`src/rtl/fetch_seq_pkg.sv`:
```
package fetch_seq_pkg;

    parameter int ADDR_W = 16;
    parameter int DATA_W = 8;

    typedef enum logic [3:0] {
        ST_F1   = 4'd0,
        ST_F2   = 4'd1,
        ST_F3   = 4'd2,
        ST_NOP1 = 4'd3,
        ST_LD1  = 4'd4,
        ST_LD2  = 4'd5,
        ST_LD3  = 4'd6,
        ST_LD4  = 4'd7,
        ST_LD5  = 4'd8
    } seq_state_e;

    typedef enum logic [1:0] {
        AR_HOLD = 2'd0,
        AR_PC   = 2'd1,
        AR_INC  = 2'd2,
        AR_OPND = 2'd3
    } ar_sel_e;

    typedef struct packed {
        ar_sel_e ar_sel;
        logic    pc_inc;
        logic    dr_mem;
        logic    ir_load;
        logic    tr_load;
        logic    ac_load;
    } ctl_word_t;

    typedef struct packed {
        logic [ADDR_W-1:0] pc;
        logic [ADDR_W-1:0] ar;
        logic [DATA_W-1:0] dr;
        logic [DATA_W-1:0] ir;
        logic [DATA_W-1:0] tr;
        logic [DATA_W-1:0] ac;
    } dp_regs_t;

endpackage

```
`src/rtl/fetch_seq_ctrl.sv`:
```
module fetch_seq_ctrl
    import fetch_seq_pkg::*;
#(
    parameter logic [DATA_W-1:0] OP_LOAD = 8'h01
) (
    input  logic              clk,
    input  logic              rst_n,
    input  logic [DATA_W-1:0] dr_i,
    output ctl_word_t         ctl_o,
    output logic              fetch_begin_o
);

    seq_state_e state_q, state_d;

    always_comb begin
        state_d = state_q;
        ctl_o   = '0;
        unique case (state_q)
            ST_F1: begin
                ctl_o.ar_sel = AR_PC;
                state_d      = ST_F2;
            end
            ST_F2: begin
                ctl_o.dr_mem = 1'b1;
                ctl_o.pc_inc = 1'b1;
                state_d      = ST_F3;
            end
            ST_F3: begin
                ctl_o.ir_load = 1'b1;
                ctl_o.ar_sel  = AR_PC;
                state_d       = (dr_i == OP_LOAD) ? ST_LD1 : ST_NOP1;
            end
            ST_NOP1: state_d = ST_F1;
            ST_LD1: begin
                ctl_o.dr_mem = 1'b1;
                ctl_o.pc_inc = 1'b1;
                ctl_o.ar_sel = AR_INC;
                state_d      = ST_LD2;
            end
            ST_LD2: begin
                ctl_o.tr_load = 1'b1;
                ctl_o.dr_mem  = 1'b1;
                ctl_o.pc_inc  = 1'b1;
                state_d       = ST_LD3;
            end
            ST_LD3: begin
                ctl_o.ar_sel = AR_OPND;
                state_d      = ST_LD4;
            end
            ST_LD4: begin
                ctl_o.dr_mem = 1'b1;
                state_d      = ST_LD5;
            end
            ST_LD5: begin
                ctl_o.ac_load = 1'b1;
                state_d       = ST_F1;
            end
            default: state_d = ST_F1;
        endcase
    end

    always_ff @(posedge clk) begin
        if (!rst_n) state_q <= ST_F1;
        else        state_q <= state_d;
    end

    assign fetch_begin_o = (state_q == ST_F1);

    // the single no-op execute state hands back to fetch
    assert_nop_return_R3: assert property (@(posedge clk) disable iff (!rst_n)
        (state_q == ST_NOP1) |=> (state_q == ST_F1));

    // a fetched byte other than the load opcode never enters the load routine
    assert_undef_is_nop_R4: assert property (@(posedge clk) disable iff (!rst_n)
        (state_q == ST_F3 && dr_i != OP_LOAD) |=> (state_q == ST_NOP1));

    // operand address formed before the data read
    assert_load_order_R5: assert property (@(posedge clk) disable iff (!rst_n)
        (state_q == ST_LD3) |=> (state_q == ST_LD4));

    // fetch states run in sequence
    assert_fetch_seq_R2: assert property (@(posedge clk) disable iff (!rst_n)
        (state_q == ST_F1) |=> (state_q == ST_F2));

endmodule

```
`src/rtl/fetch_seq_dp.sv`:
```
module fetch_seq_dp
    import fetch_seq_pkg::*;
(
    input  logic              clk,
    input  logic              rst_n,
    input  ctl_word_t         ctl_i,
    input  logic [DATA_W-1:0] mem_rdata_i,
    output dp_regs_t          regs_o
);

    localparam int OPND_W = 2 * DATA_W;

    dp_regs_t r_q, r_d;
    logic [OPND_W-1:0] opnd_addr;

    assign opnd_addr = {r_q.dr, r_q.tr};

    always_comb begin
        r_d = r_q;
        unique case (ctl_i.ar_sel)
            AR_PC:   r_d.ar = r_q.pc;
            AR_INC:  r_d.ar = r_q.ar + ADDR_W'(1);
            AR_OPND: r_d.ar = ADDR_W'(opnd_addr);
            default: r_d.ar = r_q.ar;
        endcase
        if (ctl_i.pc_inc)  r_d.pc = r_q.pc + ADDR_W'(1);
        if (ctl_i.tr_load) r_d.tr = r_q.dr;
        if (ctl_i.dr_mem)  r_d.dr = mem_rdata_i;
        if (ctl_i.ir_load) r_d.ir = r_q.dr;
        if (ctl_i.ac_load) r_d.ac = r_q.dr;
    end

    always_ff @(posedge clk) begin
        if (!rst_n) r_q <= '0;
        else        r_q <= r_d;
    end

    assign regs_o = r_q;

    // program counter steps by exactly one per byte consumed
    assert_pc_step_R2: assert property (@(posedge clk) disable iff (!rst_n)
        ctl_i.pc_inc |=> (r_q.pc == $past(r_q.pc) + ADDR_W'(1)));

    // address register picks up the program counter
    assert_ar_from_pc_R2: assert property (@(posedge clk) disable iff (!rst_n)
        (ctl_i.ar_sel == AR_PC) |=> (r_q.ar == $past(r_q.pc)));

    // accumulator is left alone outside its load state
    assert_acc_hold_R3: assert property (@(posedge clk) disable iff (!rst_n)
        !ctl_i.ac_load |=> $stable(r_q.ac));

    // first operand byte survives in the temporary register
    assert_tr_capture_R5: assert property (@(posedge clk) disable iff (!rst_n)
        ctl_i.tr_load |=> (r_q.tr == $past(r_q.dr)));

endmodule

```
`src/rtl/fetch_seq.sv`:
```
module fetch_seq
    import fetch_seq_pkg::*;
#(
    parameter logic [7:0] OP_LOAD = 8'h01
) (
    input  logic        clk,
    input  logic        rst_n,
    output logic [15:0] mem_addr_o,
    output logic        mem_rd_o,
    input  logic [7:0]  mem_rdata_i,
    output logic [7:0]  acc_o,
    output logic [15:0] pc_o,
    output logic [7:0]  ir_o,
    output logic        fetch_begin_o
);

    ctl_word_t ctl;
    dp_regs_t  regs;

    fetch_seq_ctrl #(.OP_LOAD(OP_LOAD)) u_ctrl (
        .clk           (clk),
        .rst_n         (rst_n),
        .dr_i          (regs.dr),
        .ctl_o         (ctl),
        .fetch_begin_o (fetch_begin_o)
    );

    fetch_seq_dp u_dp (
        .clk         (clk),
        .rst_n       (rst_n),
        .ctl_i       (ctl),
        .mem_rdata_i (mem_rdata_i),
        .regs_o      (regs)
    );

    assign mem_addr_o = regs.ar;
    assign mem_rd_o   = ctl.dr_mem;
    assign acc_o      = regs.ac;
    assign pc_o       = regs.pc;
    assign ir_o       = regs.ir;

    // no read strobe in the first fetch state
    assert_no_rd_at_fetch_R7: assert property (@(posedge clk) disable iff (!rst_n)
        fetch_begin_o |-> !mem_rd_o);

endmodule

```
`config.mk`:
```
export PLATFORM = sky130hd
export DESIGN_NAME = fetch_seq
export DESIGN_NICKNAME = d
export VERILOG_FILES = /design/src/rtl/fetch_seq_pkg.sv /design/src/rtl/fetch_seq_ctrl.sv /design/src/rtl/fetch_seq_dp.sv /design/src/rtl/fetch_seq.sv
export SDC_FILE = /design/constraint.sdc
export NUM_CORES = 1
export LEC_CHECK = 0
export BUFFER_PORTS_ARGS = -buffer_cell sky130_fd_sc_hd__buf_2
export CORE_UTILIZATION = 51
export DETAILED_ROUTE_END_ITERATION = 10
export PLACE_DENSITY = 0.76
export SETUP_SLACK_MARGIN = 0.1
export SYNTH_ARGS = -nofsm -noshare
export SYNTH_HDL_FRONTEND = slang
export SYNTH_SLANG_ARGS = --single-unit
```
`constraint.sdc`:
```
create_clock -name clk -period 1.75 [get_ports clk]
set_input_delay 0.35 -clock clk [delete_from_list [all_inputs] [get_ports clk]]
set_output_delay 0.35 -clock clk [all_outputs]
set_load 0.01 [all_outputs]
```
# Yosys cells after proc, flatten, opt, wreduce, memory -nomap -nowiden
# Cells that the tools add are included.
# classes
add_sub_neg	2
mux	9
div_mod_pow	0
n_reduce_logical	5
multipliers	0
n_shift	0
n_lt_le_gt_ge	0
eq_ne	11
bitwise_logic	0
# op_table
op	count
$pmux W16 S3	1
$add A16 B1 Y16 const B	2
$pmux W4 S7	1
$eq A4 B3 Y1 const B	4
$eq A8 B1 Y1 const B	1
$pmux W2 S3	1
$mux W1	5
$eq A2 B2 Y1 const B	2
$eq A4 B1 Y1 const B	1
$eq A4 B2 Y1 const B	1
$eq A4 B4 Y1 const B	1
$logic_not A4 Y1	1
$reduce_or A4 Y1	1
$mux W3	1
$reduce_bool A3 Y1	1
$reduce_or A3 Y1	1
$eq A2 B1 Y1 const B	1
$reduce_or A2 Y1	1
# totals
latch_bits	0
romBits	0
elab_cells	34
regBits	68
ramBits	0
memories	0
output_inout_bits	50

# Depth between registers and ports, before layout
# Gate-level depths: netlist of the first run.
# depth
ltp_word	5
mapped_depth	7

# Cells and area by module
# From an unflattened synthesis of the first run, not the netlist that was laid out.
# unflattened
cells_unflattened	364
hier_area_um2	3271.9
# modules_own_cells
module	area_per_inst_um2	instances	cells_per_inst
fetch_seq_dp	2941.6	1	329
fetch_seq_ctrl	330.3	1	35

# Worst setup path after synthesis of the first run
# OpenSTA, ideal clock, no wires.
# synth_timing
kind	register to register
from	register u_ctrl.state_q[3]
to	register u_dp.r_q (netlist bit u_dp.regs_o[45])
setup_ps	83
stages_incl_launch_ff	6
slack_ps	-31
arrival_time_ps	1699
synth_period_minus_slack_ps	1781
t_required_ps	1667
cell_sequence	dfxtp_1 -> buf_4 -> or4b_4 -> buf_6 -> or4_1 -> o221ai_1
# synth_via
elab_chain_len	5
# synth_lines
element	line	text
start, declared	fetch_seq_ctrl.sv:13	seq_state_e state_q, state_d;
start signal, assigned	fetch_seq_ctrl.sv:64	else state_q <= state_d;
$eq A4 B2 Y1 or $logic_not A4 Y1 (tied branches)	fetch_seq_ctrl.sv:18	unique case (state_q)
$reduce_or A2 Y1 (no line)	n/a	
$pmux W2 S3 *	fetch_seq_ctrl.sv:18	
$eq A2 B2 Y1 or $eq A2 B1 Y1 (tied branches)	fetch_seq_dp.sv:20	unique case (ctl_i.ar_sel)
$pmux W16 S3 or $reduce_bool A3 Y1 (tied branches)	n/a	
end signal, assigned	fetch_seq_dp.sv:35	else r_q <= r_d;
end, declared	fetch_seq_dp.sv:13	dp_regs_t r_q, r_d;
# Every way passes the cells marked *; elsewhere a longest branch is shown, timed or not.
# A chain may end at the register's enable or synchronous reset.

# Final worst setup path of the first run
# layout_timing
from	register u_ctrl.state_q[2]
to	output port mem_rd_o
# layout_via
elab_chain_len	3
# layout_lines
element	line	text
$eq A4 B3 Y1 or $eq A4 B1 Y1 (tied branches)	fetch_seq_ctrl.sv:18	
$reduce_or A4 Y1 (no line) *	n/a	
$mux W1 *	fetch_seq_ctrl.sv:18	
end, declared	fetch_seq.sv:9	output logic mem_rd_o,
# Marked as above.

==> results of run 1 <==
-- sequential cells by signal (all words and copies together), names as in the netlist --
| name | flops |
|---|---|
| u_ctrl.state_q | 4 |
| u_dp.regs_o | 64 |
-- per-stage QoR --
step | power, mW | hold slack, ns | cells | utilization, % | area [sq um]
2_1_floorplan | 1.83 | 0.437 | 467 | - | 3700
3_3_place_gp | 1.94 | 0.443 | 587 | 57.0 | 3940
3_5_place_dp | 1.94 | 0.443 | 587 | 57.0 | 3940
4_1_cts | 3.31 | 0.224 | 609 | 61.5 | 4250
5_1_grt | 3.46 | 0.244 | 616 | 63.8 | 4400
6_report | 3.33 | 0.227 | 616 | 63.8 | 4400
-- what timing repair did --
| item | CTS | global route |
|---|---|---|
| pin swaps | 8 | 4 |
| endpoints found under the setup margin | 12 | 27 |
| setup buffers | 6 | 7 |
| endpoints found under the hold margin | 0 | 0 |
| gates resized for setup | 15 | 27 |
-- power breakdown --
| group | switching (mW) | total (mW) | internal (mW) |
|---|---|---|---|
| Clock | 0.689 | 1.37 | 0.682 |
| Sequential | 0.0346 | 1.61 | 1.57 |
| Combinational | 0.203 | 0.352 | 0.150 |
-- metal layers --
layer	global-route usage (%)	up-vias	share of wire, %
met5	0	-	0
met4	11.2	0	2.4
met3	6.45	31	8.0
met2	41.4	194	47
met1	36.0	1696	43
li1	-	1733	-
-- final cells by class --
type / count / area share, %
tap: 96 / 2.73
clock buffer: 9 / 2.81
timing repair buffer: 112 / 16.4
multi-input combinational: 318 / 44.3
sequential: 68 / 31.4
clock inverter: 7 / 1.88
inverter: 6 / 0.511
-- placed cells by master, fill, tap and decap left out, types with 7 or more instances in the layout --
| cell type | Yosys | routed |
|---|---|---|
| buf_2 | 2 | 59 |
| dfxtp_1 | 68 | 58 |
| nand2_1 | 59 | 57 |
| a21oi_1 | 53 | 49 |
| buf_4 | 49 | 48 |
| nor2_1 | 27 | 27 |
| nand3_1 | 27 | 26 |
| o21ai_0 | 17 | 17 |
| nand4_1 | 12 | 12 |
| mux2i_1 | 12 | 12 |
| clkbuf_8 | 0 | 9 |
| nand2b_1 | 9 | 8 |
| or4_1 | 9 | 7 |
| dfxtp_2 | 0 | 7 |
-- cells by family after synthesis --
| group | share of synthesized area [%] |
|---|---|
| xor gates and xnor gates | 1.43 |
| buffers and inverters | 13.7 |
| AOI/OAI and AO/OA | 17.0 |
| adders and majority gates | 0.679 |
| DFF | 36.9 |
| and+or+nand+nor | 27.0 |
| muxes | 3.26 |
-- final timing paths --
kind,endpoint,startpoint,cells after the start
max,mem_rd_o,u_ctrl.state_q[2],5
min,u_dp.regs_o[31],mem_rdata_i[7],3
max reg2reg,u_dp.regs_o[38],u_ctrl.state_q[1],4
min reg2reg,u_dp.regs_o[3],u_dp.regs_o[3],2
-- worst reg2reg max path, delay by kind of cell, from the launching register on --
| family | cells | cell delay [ns] |
|---|---|---|
| AOI/OAI and AO/OA | 2 | 0.26 |
| DFF | 1 | 0.34 |
| and+or+nand+nor | 2 | 1.01 |
==> results.ini, run 1 <==
[logic_synthesis]
synth.top_cell.area_share_pct=36.9
netlist_instances=467
synth_edf_count=0
yosysTopAreaCell=dfxtp_1
yosys_warnings=0
synth_area_sq_mm=0.00369
synth.most_common_cell=dfxtp_1
avgSynthCellArea_sq_um=7.90
ys_seq_area_share_pct=36.9
synth_cell_type_count=50
dominantRegCellSynth=dfxtp_1
synth_common_cells=dfxtp_1 (68), nand2_1 (59), a21oi_1 (53)
synth_fp_nets=479
synthArstFlopShare_pct=0
ys_ff_latch=68
synth_area_leaders=dfxtp_1 (37%), buf_4 (10%), a21oi_1 (7.2%)

[floorplan]
coreArea_sq_mm=0.00691
start_util_pct=53.4
rows=30
die_width_um=87.0
pin_count=60
dieArea_sq_mm=0.00757
die_h_um=87.0

[critical_path]
reg2reg_setup_slack_ns=0.09
end_kind=output pin
critPathMaxFanout=6
cp_slowest_stage_delay_ns=0.37
critPathKind=register to output pin
path_cells=buf_8 -> nand2b_4 -> a21oi_4 -> nor2_1 -> buf_2
cp_data_arrival_time_ns=1.33
cp_slowest_cell=dfxtp_4
cp-start-kind=register
path_delay_family=flip-flops
path_buf_inv=2
worstPathRequired_ns=1.40

[cts]
clock-root-buffer=clkbuf_8
cts_tree=built
cts_sinks=68
cts_made_buffers=9
htreeDepth=3
cts-hold-fix-buffers=0
clk_latency_ns=0.36
cts_buffer_depth=2
clk_pin_slew_ns=0.08

[drt]
drt-initial-drc-count=339
wl_um=10200
routedWlPerCell_um=16.6
drc=0
dr_total_vias=3654
firstDrtPassIters=5
via_per_inst=5.93
antenna_left=0

[timing]
tns_ns=0
worst_slack_ns=0.0678
drv_slew=0
hold_viol_final=0
slew_headroom_pct=73.9
grt_setup_unrepaired=yes
post-route-min-period_ns=1.68
finalSetupViolCount=0
finalClockSkew_ns=0.00925
period_share_pct=96.1
clock.fmax_mhz=594
worst_slew_pin_slew_ns=0.387

[cells_and_area]
final_nets=527
n_antenna_cell=0
ff_latch_area_sq_mm=0.00138
drive_gt1_share_pct=33.3
nFillCells=621
syn2layout_area_growth_pct=19.4
multiInputGateArea_sq_mm=0.00195

[power]
p_leak_nw=1.67
power_density_mw_per_mm2=756
ir_drop_v=0.000468

[worst_hold_path]
hold_path_class=input port to register

[grt]
gr-total-overflow=0
antenna_found_initial=0
grt_pass1_wl_um=15500
grt_max_degree=36
grt_usage_pct=26.9
grt_pass1_vias=3138

[run]
drv_cap=0

[placement]
place_ws_ns=0.0289
place.gp.congestion=0.881
io_buffers=59
place_hpwl_um=6620

[outcome]
outcome=completed

Note: power is estimated with default switching activity, not from simulation.
==> inputs of run 2 (changes only) <==
Settings changed: GPL_TIMING_DRIVEN set to 0.
==> run 2 against run 1 <==
Against the previous run: the run now ends with negative setup slack left; core utilization grew 6.4 points; global-route usage is 2.5 points higher; register-to-register slack lost 0.16 ns; flip-flop and latch count unchanged; sequential power about the same; total power fell by 1.9%; die area is the same; non-clock buffer count rose by 40; critical path depth unchanged; setup slack worse by 0.14 ns; routed wire length grew 9.1%.
==> results.ini, run 2 (synthesis results as in run 1) <==
[outcome]
outcome=finished with violations
violations=negative setup slack

[floorplan]
start_util_pct=53.4  ; unchanged
die_width_um=87.0  ; unchanged
coreArea_sq_mm=0.00691  ; unchanged
rows=30  ; unchanged
pin_count=60  ; unchanged
dieArea_sq_mm=0.00757  ; unchanged
die_h_um=87.0  ; unchanged

[drt]
drt-initial-drc-count=300  ; -12%
wl_um=11100  ; +9.1%
dr_total_vias=3877  ; +6.1%
drc=0  ; unchanged
firstDrtPassIters=5  ; unchanged
via_per_inst=5.91  ; -0.37%
routedWlPerCell_um=17.0  ; +2.4%
antenna_left=0  ; unchanged

[critical_path]
crit_top_cell=buf_6
worstPathRequired_ns=2.02  ; +0.62 ns
cp-start-kind=register
cp_slowest_cell=or4b_4
end_kind=register
path_delay_family=simple AND/OR/NAND/NOR gates
cp_data_arrival_time_ns=2.09  ; +0.76 ns
critPathMaxFanout=9  ; +3
cp_slowest_stage_delay_ns=0.52  ; +0.15 ns
path_buf_inv=2  ; unchanged
path_cells=buf_6 -> or4b_4 -> buf_6 -> or4_4 -> o221ai_2
reg2reg_setup_slack_ns=-0.07  ; -0.16 ns
critPathKind=register to register

[cts]
clock-root-buffer=clkbuf_8
clk_latency_ns=0.34  ; -0.02 ns
cts_made_buffers=9  ; unchanged
cts-hold-fix-buffers=0  ; unchanged
cts_sinks=68  ; unchanged
cts_buffer_depth=2  ; unchanged
clk_pin_slew_ns=0.08  ; about the same
cts_tree=built
htreeDepth=3  ; unchanged

[timing]
finalClockSkew_ns=0.00814  ; -0.00111 ns
hold_ws_ns=0.253  ; +0.0260 ns
worst_slew_pin_slew_ns=0.683  ; +0.296 ns
drv_slew=0  ; unchanged
clock.fmax_mhz=550  ; -7.4%
post-route-min-period_ns=1.82  ; +0.135 ns
grt_setup_unrepaired=yes
hold_viol_final=0  ; unchanged
finalSetupViolCount=4  ; +4
worst_slack_ns=-0.0673  ; -0.135 ns
slew_headroom_pct=54.3  ; -20 points
period_share_pct=104  ; +7.7 points

[cells_and_area]
final_cell_mix=buf_4 (65), buf_2 (60), nand2_1 (58), dfxtp_1 (54), a21oi_1 (50)
final_util_pct=70.1  ; +6.4 points
largest_register_ffs=64  ; unchanged
layout_commonest_cell=buf_4
final_nets=567  ; +7.6%
n_antenna_cell=0  ; unchanged
syn2layout_area_growth_pct=31.4
final_cell_count_no_fill=656  ; +6.5%
finalInstanceArea_sq_mm=0.00484  ; +10%
drive_gt1_share_pct=38.6  ; +5.3 points

[grt]
grt_pass1_vias=3325  ; +6.0%
gr-total-overflow=0  ; unchanged
grt_max_degree=13  ; -64%
antenna_found_initial=0  ; unchanged
grt_pass1_wl_um=17000  ; +9.4%
grt_usage_pct=29.4  ; +2.5 points

[power]
power_density_mw_per_mm2=675  ; -11%
ir_drop_v=0.000593  ; +27%
p_leak_nw=1.91  ; +14%

[placement]
place_hpwl_um=7350  ; +11%
place_ws_ns=-0.221  ; -0.250 ns
io_buffers=59  ; unchanged
place.gp.congestion=0.980  ; +11%
placed_area_sq_mm=0.00412  ; +4.5%
dp_cells=622  ; +6.0%

[worst_hold_path]
hold_path_class=input port to register

[run]
drv_cap=0  ; unchanged

-- run 2: worst paths after layout --
| kind | startpoint | end | depth (start not counted) |
|---|---|---|---|
| worst max-delay path | u_ctrl.state_q[2] | u_dp.regs_o[45] | 5 |
| worst min-delay path | mem_rdata_i[6] | u_dp.regs_o[30] | 3 |
| worst max register to register | u_ctrl.state_q[2] | u_dp.regs_o[45] | 5 |
| worst min register to register | u_dp.regs_o[19] | u_dp.regs_o[19] | 2 |
-- run 2: tightest hold or removal path, stage by stage --
cell     delay [ns]
buf_2          0.09
nand3_1        0.05
a21oi_1        0.05
-- run 2: cell type report --
type                            count  area [sq um]
Clock buffer                        9           124
Buffer                             75           604
Tap cell                           96           120
Timing Repair Buffer               77           450
Sequential cell                    68          1390
Fill cell                         570          2060
Clock inverter                      7          67.6
Inverter                            6          22.5
Multi-Input combinational cell    318          2060
-- run 2: per-layer routing --
metal | routed length (um) | GRT usage, % | vias up | part of all wire, %
li1 | - | - | 1809 | -
met2 | 5170 | 45.8 | 200 | 46
met3 | 900 | 6.73 | 37 | 8.1
met4 | 417 | 10.9 | 0 | 3.7
met5 | 0 | 0 | - | 0
met1 | 4650 | 39.6 | 1831 | 42
-- run 2: what timing repair did --
item | CTS | global route
setup endpoints to repair | 50 | 51
buffers inserted | 13 | 6
gates cloned | 0 | 0
pin swaps | 22 | 21
gates resized for setup | 67 | 48
-- run 2: stage by stage --
stage | TNS, ns | total power [mW]
5_1_grt | -0.572 | 3.37
3_3_place_gp | -2.55 | 1.92
6_report | -0.158 | 3.27
4_1_cts | -0.0978 | 3.24
2_1_floorplan | 0 | 1.83
3_5_place_dp | -2.77 | 1.93
-- run 2: power by group --
part / leakage [nW] / internal [mW] / total [mW] / switching [mW]
Combinational: 1.25 / 0.152 / 0.362 / 0.210
Sequential: 0.558 / 1.57 / 1.63 / 0.0543
Clock: 0.103 / 0.653 / 1.28 / 0.627
==> inputs of run 3 (changes only) <==
Settings changed: ABC_AREA set to 1.
==> run 3 against run 2 <==
Against the previous run: largest power group unchanged; largest cell class unchanged; routed wire length decreased by 14%; total power is 53% higher; die area is 2.1% lower; the run now ends clean.
==> results.ini, run 3 <==
[critical_path]
path_delay_family=flip-flops
cp-start-kind=register
reg2regPathDepth=9  ; +4
cp_slowest_cell=dfxtp_4
critPathKind=register to output pin
end_kind=output pin
cp_data_arrival_time_ns=1.25  ; -0.84 ns
crit_start=u_ctrl.state_q[1]
cp.depth=6  ; +1
path_buf_inv=3  ; +1
r2r-start=u_ctrl.state_q[1]
crit_top_cell=nor2_4
cp_slowest_stage_delay_ns=0.40  ; -0.12 ns
critPathMaxFanout=5  ; -4
path_cells=inv_4 -> nand2_2 -> nor2_4 -> nor2_4 -> inv_2 -> buf_6
worstPathRequired_ns=1.40  ; -0.62 ns

[run]
drv_cap=0  ; unchanged

[logic_synthesis]
synthAdderAreaFrac_pct=0.693  ; +0.015 points
synth_area_sq_mm=0.00361  ; -2.1%
dominantRegCellSynth=dfxtp_1
synthArstFlopShare_pct=0  ; unchanged
synthSimpleGateAreaFrac_pct=25.5  ; -1.5 points
avgSynthCellArea_sq_um=6.74  ; -15%
netlist_instances=535  ; +15%
synth_fp_nets=547  ; +14%
yosys-mux-area-fraction_pct=0  ; -3.3 points
ys_seq_area_share_pct=37.7  ; +0.81 points
ys_ff_latch=68  ; unchanged
synth_area_leaders=dfxtp_1 (38%), buf_4 (10%), nand2_1 (9.6%)
synth_common_cells=nand2_1 (92), nor2_1 (79), o21ai_0 (69)
synth.top_cell.area_share_pct=37.7  ; +0.81 points
yosys_warnings=0  ; unchanged
synth-xor-area-share_pct=0  ; -1.4 points
synth.most_common_cell=nand2_1
yosysTopAreaCell=dfxtp_1
synth-compound-area-share_pct=19.2  ; +2.2 points
synth_top_family_by_area=simple AND/OR/NAND/NOR gates
synth_cell_type_count=27  ; -46%
synth_edf_count=0  ; unchanged

[cts]
cts_buffer_depth=2  ; unchanged
clk_pin_slew_ns=0.08  ; about the same
cts_made_buffers=9  ; unchanged
cts_tree=built
cts_sinks=68  ; unchanged
htreeDepth=3  ; unchanged
cts-hold-fix-buffers=0  ; unchanged
clk_latency_ns=0.35  ; about the same
clock-root-buffer=clkbuf_8

[outcome]
outcome=completed

[placement]
place.gp.congestion=0.942  ; -3.8%
place_hpwl_um=6890  ; -6.2%
dp_cells=689  ; +11%
io_buffers=58  ; -1.7%

[floorplan]
start_util_pct=52.8  ; -0.57 points
die_h_um=86.1  ; -1.1%
pin_count=60  ; unchanged
coreArea_sq_mm=0.00683  ; -1.1%
die_width_um=86.1  ; -1.1%
rows=30  ; unchanged
dieArea_sq_mm=0.00742  ; -2.1%

[worst_hold_path]
hold_path_class=input port to register
hp-start=mem_rdata_i[2]
hold_path_depth=3  ; unchanged

[drt]
firstDrtPassIters=5  ; unchanged
routed-wl-met2_um=4360  ; -16%
via_per_inst=5.24  ; -11%
met3_length_um=620  ; -31%
drt-initial-drc-count=281  ; -6.3%
antenna_left=0  ; unchanged
drc=0  ; unchanged
top_layer_used=met4
wl_um=9580  ; -14%
dr_total_vias=3713  ; -4.2%
routedWlPerCell_um=13.5  ; -20%
drt-met1-wl_um=4330  ; -6.8%

[cells_and_area]
final_cell_mix=nand2_1 (89), nor2_1 (73), o21ai_0 (68), dfxtp_1 (64), buf_2 (60)
final_nets=620  ; +9.3%
largest_register_ffs=64  ; unchanged
syn2layout_area_growth_pct=20.5
final_cell_count_no_fill=709  ; +8.1%
n_antenna_cell=0  ; unchanged
layout_commonest_cell=nand2_1
drive_gt1_share_pct=26.1  ; -12 points
nFillCells=648  ; +14%

[timing]
worst_slew_pin_slew_ns=0.569  ; -0.114 ns
grt_setup_unrepaired=yes
finalSetupViolCount=0  ; -4
slew_headroom_pct=62.0  ; +7.7 points
hold_viol_final=0  ; unchanged
post-route-min-period_ns=1.60  ; -0.215 ns
drv_slew=0  ; unchanged
finalClockSkew_ns=0.00837  ; +0.000230 ns
period_share_pct=91.5  ; -12 points
clock.fmax_mhz=624  ; +13%
tns_ns=0  ; +0.158 ns

[grt]
antenna_found_initial=0  ; unchanged
grt_pass1_wl_um=15400  ; -9.4%
grt_max_degree=13  ; unchanged
gr-total-overflow=0  ; unchanged
grt_usage_pct=26.7  ; -2.7 points
grt_pass1_vias=3235  ; -2.7%

[power]
ir_drop_v=0.000798  ; +35%
finalPower_mw=5.00  ; +53%
p_leak_nw=1.93  ; +1.2%
power_density_mw_per_mm2=1150  ; +70%

==> run 3: cell types whose count changed after synthesis, sizes merged, moves of 6 or more <==
cell and change:
and3 -6, nand2 +34, xnor2 -6, or4 -9
nor4 -8, inv +43, or3 -8, o21ai +52
nand2b -9, mux2i -12, nor2 +57, clkbuf -11
==> run 3: routing by layer <==
metal | global-route usage, % | vias up
met3 | 4.52 | 27
met5 | 0 | -
li1 | - | 1843
met1 | 36.1 | 1685
met2 | 41.8 | 158
met4 | 12.1 | 0
==> run 3: path summary, 6_finish.rpt <==
| check | end | slack [ns] |
|---|---|---|
| hold / removal | u_dp.regs_o[26] | 0.26 |
| setup reg to reg | u_dp.regs_o[57] | 0.18 |
| setup / recovery | mem_rd_o | 0.15 |
| hold reg to reg | u_dp.regs_o[32] | 0.49 |
==> run 3: worst reg2reg max path: cells and delay by family (launching register included) <==
family / cells / cell delay [ns]
and+or+nand+nor: 5 / 0.56
DFF: 1 / 0.38
buffers and inverters: 3 / 0.37
AOI/OAI and AO/OA: 1 / 0.16
==> run 3: per-stage QoR <==
stage          util (%)  area [sq um]  worst slack [ns]  hold WS [ns]
2_1_floorplan         -          3610             0.415         0.452
3_3_place_gp       58.8          4020             0.125         0.472
3_5_place_dp       58.8          4020             0.144         0.474
4_1_cts            62.9          4300             0.118         0.248
5_1_grt            63.6          4350            0.0848         0.274
6_report           63.6          4350             0.148         0.255
==> run 3: power by group <==
group	internal, mW	switching [mW]
combinational	0.627	0.897
sequential	1.78	0.256
clock	0.797	0.638
total	3.20	1.79
==> run 3: layout make-up <==
class	instances	area, sq um	area share (%)
inverter	49	189	4.35
tap	96	120	2.76
timing repair buffer	62	327	7.51
clock buffer	9	124	2.85
multi-input combinational	355	1700	39.0
buffer	63	425	9.79
clock inverter	7	91.3	2.10
sequential	68	1370	31.6
==> run 3: timing repair <==
action	CTS	global route
resized for setup	18	13
setup buffers	2	2
pin swaps	3	6
setup endpoints to repair	3	20
endpoints found under the hold margin	0	0
==> run 3: cell families (layout without fill, tap and decap cells) <==
family / Yosys count / in the layout
AND/OR/NAND/NOR: 218 / 218
flip-flops: 68 / 68
AO/OA/AOI/OAI: 135 / 135
buffers and inverters: 112 / 190
adder cells (fa/ha/maj): 2 / 2
